[src/rtl/usb_bus_reset_det.sv]
module usb_bus_reset_det #(
  parameter int THRESH      = 168,
  parameter int SYNC_STAGES = 2
) (
  input  logic clk,
  input  logic rst_n,
  input  logic dp_line,
  input  logic dm_line,
  input  logic startup_active,
  input  logic status_clr,
  output logic rst_seen,
  output logic regs_clr,
  output logic irq,
  output logic startup_abort
);

  localparam int CW = $clog2(THRESH + 1);

  logic [SYNC_STAGES-1:0] dp_sh, dm_sh;
  logic [CW-1:0]          run_cnt;
  logic                   armed;
  logic                   se0, hit;

  always_ff @(posedge clk or negedge rst_n) begin
    if (!rst_n) begin
      dp_sh <= '1;
      dm_sh <= '0;
    end else begin
      dp_sh <= {dp_sh[SYNC_STAGES-2:0], dp_line};
      dm_sh <= {dm_sh[SYNC_STAGES-2:0], dm_line};
    end
  end

  assign se0 = ~dp_sh[SYNC_STAGES-1] & ~dm_sh[SYNC_STAGES-1];
  assign hit = se0 && (run_cnt == CW'(THRESH - 1));

  always_ff @(posedge clk or negedge rst_n) begin
    if (!rst_n)
      run_cnt <= '0;
    else if (!se0)
      run_cnt <= '0;
    else if (run_cnt != CW'(THRESH))
      run_cnt <= run_cnt + 1'b1;
  end

  always_ff @(posedge clk or negedge rst_n) begin
    if (!rst_n) begin
      armed         <= 1'b0;
      regs_clr      <= 1'b0;
      irq           <= 1'b0;
      startup_abort <= 1'b0;
      rst_seen      <= 1'b0;
    end else begin
      regs_clr      <= hit;
      startup_abort <= hit & startup_active;
      irq           <= armed & ~se0;
      if (hit)
        armed <= 1'b1;
      else if (!se0)
        armed <= 1'b0;
      if (hit)
        rst_seen <= 1'b1;
      else if (status_clr)
        rst_seen <= 1'b0;
    end
  end

  a_r4_clr_single: assert property (@(posedge clk) disable iff (!rst_n)
    regs_clr |=> !regs_clr);
  a_r5_status_rise: assert property (@(posedge clk) disable iff (!rst_n)
    $rose(rst_seen) |-> regs_clr);
  a_r5_status_hold: assert property (@(posedge clk) disable iff (!rst_n)
    (rst_seen && !status_clr) |=> rst_seen);
  a_r6_irq_single: assert property (@(posedge clk) disable iff (!rst_n)
    irq |=> !irq);
  a_r6_irq_not_with_clr: assert property (@(posedge clk) disable iff (!rst_n)
    irq |-> !regs_clr);
  a_r8_abort_with_clr: assert property (@(posedge clk) disable iff (!rst_n)
    startup_abort |-> regs_clr);
  a_r3_count_bound: assert property (@(posedge clk) disable iff (!rst_n)
    run_cnt <= CW'(THRESH));

endmodule

[config.mk]
export PLATFORM = sky130hd
export DESIGN_NAME = usb_bus_reset_det
export DESIGN_NICKNAME = d
export VERILOG_FILES = /design/src/rtl/usb_bus_reset_det.sv
export SDC_FILE = /design/constraint.sdc
export NUM_CORES = 1
export LEC_CHECK = 0
export ABC_AREA = 1
export BUFFER_PORTS_ARGS = -buffer_cell sky130_fd_sc_hd__buf_2
export CAP_MARGIN = 20
export CORE_UTILIZATION = 40
export CTS_CLUSTER_DIAMETER = 30
export CTS_CLUSTER_SIZE = 8
export DETAILED_ROUTE_END_ITERATION = 12
export HOLD_SLACK_MARGIN = 0.1
export SLEW_MARGIN = 30
export SYNTH_ARGS = -nofsm -noshare
export SYNTH_HDL_FRONTEND = slang
export SYNTH_SLANG_ARGS = --single-unit
[constraint.sdc]
create_clock -name clk -period 1.6 [get_ports clk]
set_clock_uncertainty 0.2 [all_clocks]
set_input_delay 0.08 -clock clk [delete_from_list [all_inputs] [get_ports clk]]
set_output_delay 0.08 -clock clk [all_outputs]
set_load 0.02 [all_outputs]
==> flow_metrics.py, run 1 <==
metrics = {
    "logic_synthesis": {
        "synth-seq-cells": 17,
        "syn-num-nets": 98,
        "yosysTopAreaCellShare": 0.486,
        "synthTopCellsByArea": "dfrtp_1, nand2_1, inv_1",
        "yosys.area.top_type": "dfrtp_1",
        "syn_area_um2": 772,
        "synth_cell_type_count": 16,
        "ys_seq_area_frac": 0.554,
        "postSynthAreaPerCell_um2": 8.58,
        "yosys_warnings": 0,
        "synthCells": 90,
    },
    "cts": {
        "cts_root_buf": "clkbuf_4",
        "ctsResizeCount": 0,
        "h-tree-depth": 1,
        "cts_tree": "yes",
        "insertion_delay_ns": 0.29,
        "clock_sinks": 17,
        "cts_buffer_depth": 2,
        "clk_pin_slew_ns": 0.10,
        "numCtsBuffers": 3,
    },
    "finish": {
        "area_growth_pct": 20.3,
        "fillers": 182,
        "drive_gt1_frac": 0.204,
        "stdcell_area_um2": 928,
        "final_cell_mix": "nand2_1, inv_1, dfrtp_1",
        "mostFrequentLayoutCell": "nand2_1",
        "final_nets": 117,
        "n_antenna_cell": 0,
    },
    "power_and_ir_drop": {
        "power_leakage_nw": 0.513,
        "vdd_ir_drop_max_uv": 541,
        "power.density_nw_per_um2": 767,
    },
    "setup_path": {
        "endpoint": "run_cnt[1]$_DFFE_PN0P_",
        "worstPathArrival_ns": 1.40,
        "required_ns": 1.59,
        "crit_start": "run_cnt[0]$_DFFE_PN0P_",
        "end_kind": "flop",
        "crit_fanout": 4,
        "r2r_cells": 7,
        "r2r-start": "run_cnt[0]$_DFFE_PN0P_",
        "r2r-end": "run_cnt[1]$_DFFE_PN0P_",
        "r2r_slack_ns": 0.19,
        "crit_path_start_kind": "flop",
        "path_class": "flop to flop",
    },
    "sta": {
        "hold_slack_ns": 0.159,
        "fin_tns_setup_ns": 0,
        "hold_violations": 0,
        "finalCritPeriodShare": 0.882,
        "setup_viol": 0,
        "min_period_ns": 1.41,
        "relSlewSlack": 0.760,
        "slew_violations": 0,
        "worstMarginPinSlew_ns": 0.360,
        "rsz0062_at_grt": "false",
        "fmax_mhz": 709,
    },
    "grt": {
        "grt_overflow": 0,
        "met3_usage": 0.0238,
        "grt_use_met1": 0.165,
        "grt_pass1_wl_um": 1980,
        "antenna_found_initial": 0,
        "track_usage": 0.135,
        "busiest_layer": "met2",
        "grt_max_degree": 18,
        "met2_usage": 0.217,
        "grt_pass1_vias": 511,
    },
    "route": {
        "via_per_inst": 4.32,
        "wl_per_cell_um": 9.26,
        "drt_iter0_drc": 9,
        "drc": 0,
        "antenna_left": 0,
        "num_vias": 575,
        "drtPass1Iterations": 4,
        "wl_um": 1230,
    },
    "placement": {
        "dp_hpwl_um": 845,
        "place.gp.congestion": 0.759,
        "place.port_buffers": 9,
        "post_dp_cell_area_um2": 841,
    },
    "die": {
        "die_h_um": 45.9,
        "die_x_um": 45.9,
        "placementRows": 15,
        "num_io_pins": 10,
        "start_util": 0.438,
        "core_um2": 1760,
        "design.die.area_um2": 2110,
    },
    "status": {
        "outcome": "complete, no violations",
    },
    "flow_run": {
        "maxCapViolations": 0,
    },
    "hold_path": {
        "hp-class": "flop to flop",
    },
}
-- cell families (layout without fill, tap and decap cells) --
family          after synthesis  count (layout)  synth area share
compound gates                5               5            0.0324
xor+xnor                      1               1            0.0113
fa+ha+maj                     2               2            0.0324
buf+inv                      19              37            0.0972
flops                        17              17             0.554
simple gates                 46              46             0.272
-- sequential cells by signal, summed over array words and instances, names as in the netlist --
name,cells
dp_sh,2
startup_abort,1
irq,1
rst_seen,1
run_cnt,8
dm_sh,2
armed,1
regs_clr,1
-- metal layers --
layer	up-vias	wire (um)
li1	303	-
met1	253	643
met2	14	504
met3	5	48
met4	0	34
met5	-	0
-- cell usage after synthesis (all sizes together) --
cell type	count
a21oi	4
buf	1
dfrtp	15
dfstp	2
ha	2
inv	18
nand2	21
nand3	9
nand4	1
nor2	15
o21ai	1
xor2	1
-- critical path, cell delays in order (launching register included) --
cell	delay [ns]
dfrtp_1	0.41
inv_1	0.13
ha_1	0.19
nand2_1	0.06
nor2_1	0.08
nand2_1	0.10
nand3_1	0.08
nand2_1	0.06
-- area by class of cell --
class	count	area [um2]	share of cell area
tap	25	31.3	0.0337
sequential	17	428	0.461
inverter	18	67.6	0.0728
clock buffer	3	22.5	0.0243
timing repair buffer	15	105	0.113
multi-input combinational	54	269	0.290
clock inverter	1	5.00	0.00539
-- power breakdown --
group	total, W	internal, W	switching [W]
sequential	0.000442	0.000439	0.00000332
combinational	0.0000433	0.0000199	0.0000234
clock	0.000227	0.0000931	0.000134
total	0.000712	0.000552	0.000161
-- through the flow --
| stage | worst slack (ns) | cells | power [W] | utilization |
|---|---|---|---|---|
| after global routing | 0.0909 | 133 | 0.000746 | 0.526 |
| after floorplan | 0.331 | 90 | 0.000467 | - |
| after global placement | 0.226 | 123 | 0.000483 | 0.477 |
| after detailed placement | 0.228 | 123 | 0.000483 | 0.477 |
| final | 0.189 | 133 | 0.000712 | 0.526 |
| after CTS | 0.199 | 133 | 0.000725 | 0.526 |
-- what timing repair did --
| item | CTS | global route |
|---|---|---|
| hold endpoints to repair | 21 | 0 |
| setup buffers | 0 | 0 |
| hold buffers | 6 | 0 |
-- worst min-delay path by stage --
| stage | startpoint | endpoint | depth (start not counted) |
|---|---|---|---|
| 2_1_floorplan | rst_n | armed$_DFFE_PN0P_ | 0 |
| 3_3_place_gp | rst_n | run_cnt[7]$_DFFE_PN0P_ | 1 |
| 3_5_place_dp | rst_n | run_cnt[7]$_DFFE_PN0P_ | 1 |
| 4_1_cts | dp_sh[0]$_DFF_PN1_ | dp_sh[1]$_DFF_PN1_ | 0 |
| 5_1_grt | dm_sh[0]$_DFF_PN0_ | dm_sh[1]$_DFF_PN0_ | 0 |
| 6_report | dm_sh[0]$_DFF_PN0_ | dm_sh[1]$_DFF_PN0_ | 0 |
Note: power is estimated with default switching activity, not from simulation.
==> run 2: changes to the inputs <==
- CORE_UTILIZATION: 40 -> 45
==> run 2 against run 1 <==
Critical path depth fell by 2; flip-flop and latch count stayed put; die area down 11%; sequential power is essentially flat; core utilization increased by 6.2 points; combinational power grew 1%; global-route usage increased by 2.7 points; first-iteration DRC count rose by 33%; maximum frequency up 0.50%; via count grew 3.3%; sequential share of layout area up 0.57 points; clock power about the same; critical path type unchanged; critical endpoint is now armed$_DFFE_PN0P_; largest cell class unchanged; highest routed layer unchanged.
==> flow_metrics.py, run 2 (synthesis gave the netlist of run 1 again) <==
metrics = {
    "finish": {
        "top_register": "run_cnt",
        "top_regs": "run_cnt: 8 flops, dm_sh: 2 flops, dp_sh: 2 flops",
        "drive_gt1_frac": 0.204,
        "mostFrequentLayoutCell": "nand2_1",
        "final_cell_mix": "nand2_1, inv_1, dfrtp_1",
        "fillers": 144,
        "area_growth_pct": 18.8,
        "n_antenna_cell": 0,
        "final_nets": 117,
        "largest_reg_flops": 8,
        "final_cells": 124,
        "seq_area_um2": 428,
        "multi_input_area_um2": 269,
    },
    "route": {
        "wl_um": 1260,
        "num_vias": 594,
        "via_per_inst": 4.79,
        "wl_per_cell_um": 10.1,
        "antenna_left": 0,
        "drc": 0,
        "drt_iter0_drc": 12,
        "drtPass1Iterations": 4,
    },
    "sta": {
        "fin_tns_setup_ns": 0,
        "fmax_mhz": 712,
        "worstMarginPinSlew_ns": 0.382,
        "finalCritPeriodShare": 0.878,
        "min_period_ns": 1.40,
        "rsz0062_at_grt": "false",
        "slew_violations": 0,
        "setup_viol": 0,
        "relSlewSlack": 0.745,
        "hold_violations": 0,
    },
    "setup_path": {
        "required_ns": 1.58,
        "crit_fanout": 12,
        "path_class": "flop to flop",
        "worstPathArrival_ns": 1.39,
        "crit_path_start_kind": "flop",
        "end_kind": "flop",
    },
    "flow_run": {
        "maxCapViolations": 0,
    },
    "die": {
        "num_io_pins": 10,
        "placementRows": 14,
        "design.die.area_um2": 1890,
        "die_x_um": 43.4,
        "die_h_um": 43.4,
        "start_util": 0.495,
        "core_um2": 1560,
    },
    "power_and_ir_drop": {
        "power_frac_comb": 0.062,
        "netSwitchingPower_w": 0.000160,
        "power_frac_clock": 0.317,
        "intPower_w": 0.000551,
        "vdd_ir_drop_max_uv": 404,
        "power.density_nw_per_um2": 776,
        "power_leakage_nw": 0.513,
        "switching_share": 0.225,
        "pwr-share-seq": 0.621,
    },
    "cts": {
        "ctsResizeCount": 0,
        "clock_sinks": 17,
        "cts_root_buf": "clkbuf_4",
        "postCtsSetupBuffers": 0,
        "cts_tree": "yes",
        "numCtsBuffers": 3,
        "clk_pin_slew_ns": 0.10,
        "insertion_delay_ns": 0.29,
        "cts_buffer_depth": 2,
        "h-tree-depth": 1,
    },
    "placement": {
        "dp_hpwl_um": 889,
        "place.port_buffers": 9,
        "dp.cells": 114,
        "place.gp.congestion": 0.720,
    },
    "status": {
        "outcome": "complete, no violations",
    },
    "grt": {
        "grt_pass1_vias": 554,
        "grt_pass1_wl_um": 2210,
        "grt_max_degree": 18,
        "grt_overflow": 0,
        "antenna_found_initial": 0,
        "track_usage": 0.162,
    },
    "hold_path": {
        "hp-class": "flop to flop",
    },
}
[run 2: final timing paths]
kind	start	endpoint	slack, ns	depth (start not counted)
hold reg to reg	dm_sh[0]$_DFF_PN0_	dm_sh[1]$_DFF_PN0_	0.16	0
max in group asynchronous	rst_n	dp_sh[0]$_DFF_PN1_	0.31	3
setup reg to reg	dp_sh[1]$_DFF_PN1_	armed$_DFFE_PN0P_	0.20	5
hold / removal	dm_sh[0]$_DFF_PN0_	dm_sh[1]$_DFF_PN0_	0.16	0
min in group asynchronous	rst_n	dm_sh[0]$_DFF_PN0_	0.58	3
setup / recovery	dp_sh[1]$_DFF_PN1_	armed$_DFFE_PN0P_	0.20	5
[run 2: stage by stage]
step | worst slack [ns] | util | total power (W) | hold WS, ns | cell area [um2]
floorplan | 0.331 | - | 0.000467 | -0.416 | 772
global placement | 0.215 | 0.532 | 0.000483 | -0.183 | 830
detailed placement | 0.206 | 0.532 | 0.000484 | -0.183 | 830
CTS | 0.194 | 0.588 | 0.000722 | 0.162 | 917
global route | 0.0954 | 0.588 | 0.000742 | 0.168 | 917
finish | 0.196 | 0.588 | 0.000712 | 0.159 | 917
[run 2: critical path: stages, from the launching register on]
cell	delay [ns]
dfstp_2	0.53
inv_1	0.03
nand2_1	0.07
inv_1	0.19
nand4_2	0.21
nand2_1	0.07
[run 2: repair_timing]
item,in CTS,in global routing
setup endpoints to repair,0,0
hold endpoints to repair,21,0
hold buffers,6,0
[run 2: layout make-up]
| cell class | count | share of cell area |
|---|---|---|
| clock inverters | 1 | 0.00546 |
| inverters | 18 | 0.0737 |
| repair buffers | 15 | 0.115 |
| clock buffers | 3 | 0.0246 |
| multi-input cells | 54 | 0.293 |
| flip-flops and latches | 17 | 0.467 |
| well taps | 16 | 0.0218 |
[run 2: power groups by stage]
| stage | Combinational [W] | Sequential, W | Clock [W] |
|---|---|---|---|
| final | 0.0000438 | 0.000442 | 0.000226 |
| after global routing | 0.0000505 | 0.000443 | 0.000249 |
| after CTS | 0.0000443 | 0.000442 | 0.000235 |
| after detailed placement | 0.0000333 | 0.000451 | 0 |
| after global placement | 0.0000323 | 0.000450 | 0 |
| after floorplan | 0.0000175 | 0.000450 | 0 |
[run 2: layer usage]
metal / track usage / share of wire / vias up
li1: - / - / 306
met1: 0.203 / 0.47 / 275
met2: 0.258 / 0.47 / 9
met3: 0.0250 / 0.029 / 4
met4: 0.113 / 0.029 / 0
met5: 0 / 0 / -
==> run 3: changes to the inputs <==
- CORE_UTILIZATION: 45 -> 30
- PLACE_DENSITY: default -> 0.44
- SETUP_SLACK_MARGIN: default -> 0.05
==> run 3 against run 2 <==
Flip-flop and latch count is the same; combinational power decreased by 2%; register-to-register slack gained 0.03 ns; core utilization down 21 points; critical endpoint unchanged; largest power group unchanged.
==> flow_metrics.py, run 3 (synthesis gave the netlist of run 1 again) <==
metrics = {
    "route": {
        "drtPass1Iterations": 4,
        "drc": 0,
        "wl_um": 1340,
        "drt_iter0_drc": 9,
        "via_per_inst": 4.17,
        "num_vias": 576,
        "wl_per_cell_um": 9.72,
        "antenna_left": 0,
    },
    "sta": {
        "worstMarginPinSlew_ns": 0.380,
        "fmax_mhz": 728,
        "setup_viol": 0,
        "worst_slack_ns": 0.227,
        "fin_tns_setup_ns": 0,
        "relSlewSlack": 0.747,
        "slew_violations": 0,
        "min_period_ns": 1.37,
        "rsz0062_at_grt": "false",
        "finalCritPeriodShare": 0.858,
        "hold_violations": 0,
    },
    "grt": {
        "grt_pass1_wl_um": 2450,
        "grt_overflow": 0,
        "track_usage": 0.127,
        "grt_max_degree": 18,
        "grt_pass1_vias": 584,
        "antenna_found_initial": 0,
    },
    "cts": {
        "postCtsSetupBuffers": 0,
        "cts_hold_buf": 6,
        "cts_tree": "yes",
        "cts_buffer_depth": 2,
        "ctsResizeCount": 0,
        "clk_pin_slew_ns": 0.11,
        "numCtsBuffers": 3,
        "clock_sinks": 17,
        "insertion_delay_ns": 0.29,
        "h-tree-depth": 1,
        "cts_root_buf": "clkbuf_4",
    },
    "finish": {
        "top_regs": "run_cnt: 8 flops, dm_sh: 2 flops, dp_sh: 2 flops",
        "area_growth_pct": 21.4,
        "mostFrequentLayoutCell": "nand2_1",
        "largest_reg_flops": 8,
        "final_nets": 117,
        "fillers": 260,
        "drive_gt1_frac": 0.204,
        "top_register": "run_cnt",
        "n_antenna_cell": 0,
        "final_cell_mix": "nand2_1, inv_1, dfrtp_1",
    },
    "hold_path": {
        "hp-class": "flop to flop",
        "hold_start": "dm_sh[0]$_DFF_PN0_",
        "hold_depth": 0,
        "min_to": "dm_sh[1]$_DFF_PN0_",
    },
    "setup_path": {
        "end_kind": "flop",
        "r2r-end": "armed$_DFFE_PN0P_",
        "r2r_slack_ns": 0.23,
        "crit_start": "dp_sh[1]$_DFF_PN1_",
        "critPathMaxStageDelay_ns": 0.53,
        "critPathSlowestCell": "dfstp_2",
        "path_delay_family": "flip-flops",
        "required_ns": 1.59,
        "worstPathArrival_ns": 1.36,
        "r2r_cells": 5,
        "crit_fanout": 12,
        "r2r-start": "dp_sh[1]$_DFF_PN1_",
        "crit_path_start_kind": "flop",
        "worstPathBufferInverterCount": 2,
        "path_class": "flop to flop",
        "worstPathCellList": "inv_1 > nand2_1 > inv_1 > nand4_2 > nand2_1",
    },
    "power_and_ir_drop": {
        "power.density_nw_per_um2": 769,
        "power_leakage_nw": 0.509,
        "vdd_ir_drop_max_uv": 423,
    },
    "die": {
        "die_h_um": 52.7,
        "die_x_um": 52.7,
        "core_um2": 2450,
        "design.die.area_um2": 2780,
        "placementRows": 18,
        "start_util": 0.314,
        "num_io_pins": 10,
    },
    "status": {
        "outcome": "complete, no violations",
    },
    "placement": {
        "dp_slack_ns": 0.213,
        "dp_hpwl_um": 974,
        "place.gp.congestion": 0.696,
        "place.port_buffers": 9,
    },
    "flow_run": {
        "maxCapViolations": 0,
    },
}
run 3: cell types whose count changed in the layout (fill, tap and decap cells not counted), sizes merged:
cell	previous run	this run
clkinvlp	0	1
clkinv	1	0
run 3: worst max-delay path by stage:
stage | to | slack, ns | cells after the start
4_1_cts | startup_abort$_DFF_PN0_ | 0.19 | 5
3_3_place_gp | armed$_DFFE_PN0P_ | 0.22 | 5
6_report | armed$_DFFE_PN0P_ | 0.23 | 5
3_5_place_dp | rst_seen$_DFFE_PN0P_ | 0.21 | 5
2_1_floorplan | run_cnt[1]$_DFFE_PN0P_ | 0.33 | 7
5_1_grt | run_cnt[1]$_DFFE_PN0P_ | 0.07 | 6
run 3: layout make-up:
| cell class | count | area, um2 | area share |
|---|---|---|---|
| Inverter | 18 | 67.6 | 0.0721 |
| Sequential cell | 17 | 428 | 0.457 |
| Timing Repair Buffer | 15 | 105 | 0.112 |
| Multi-Input combinational cell | 54 | 269 | 0.287 |
| Tap cell | 30 | 37.5 | 0.0401 |
| Clock buffer | 3 | 22.5 | 0.0240 |
| Clock inverter | 1 | 7.51 | 0.00801 |
run 3: through the flow:
| step | area, um2 | util | instances | hold WS (ns) | total power [W] |
|---|---|---|---|---|---|
| 4_1_cts | 937 | 0.382 | 138 | 0.169 | 0.000738 |
| 6_report | 937 | 0.382 | 138 | 0.163 | 0.000721 |
| 3_3_place_gp | 847 | 0.345 | 128 | -0.170 | 0.000483 |
| 2_1_floorplan | 772 | - | 90 | -0.416 | 0.000467 |
| 5_1_grt | 937 | 0.382 | 138 | 0.180 | 0.000760 |
| 3_5_place_dp | 847 | 0.345 | 128 | -0.173 | 0.000484 |
run 3: per-layer routing:
metal  vias to the layer above  GRT usage  part of all wire  wire, um
met1                       258      0.134              0.48       650
li1                        304          -                 -         -
met5                         -          0                 0         0
met4                         0     0.0395            0.0089        12
met2                        12      0.228              0.47       633
met3                         2     0.0522             0.033        44
run 3: power by group:
part,switching [W],leakage [nW],internal [W]
Combinational,0.0000234,0.271,0.0000196
Sequential,0.00000336,0.225,0.000439
Clock,0.000141,0.0139,0.0000950
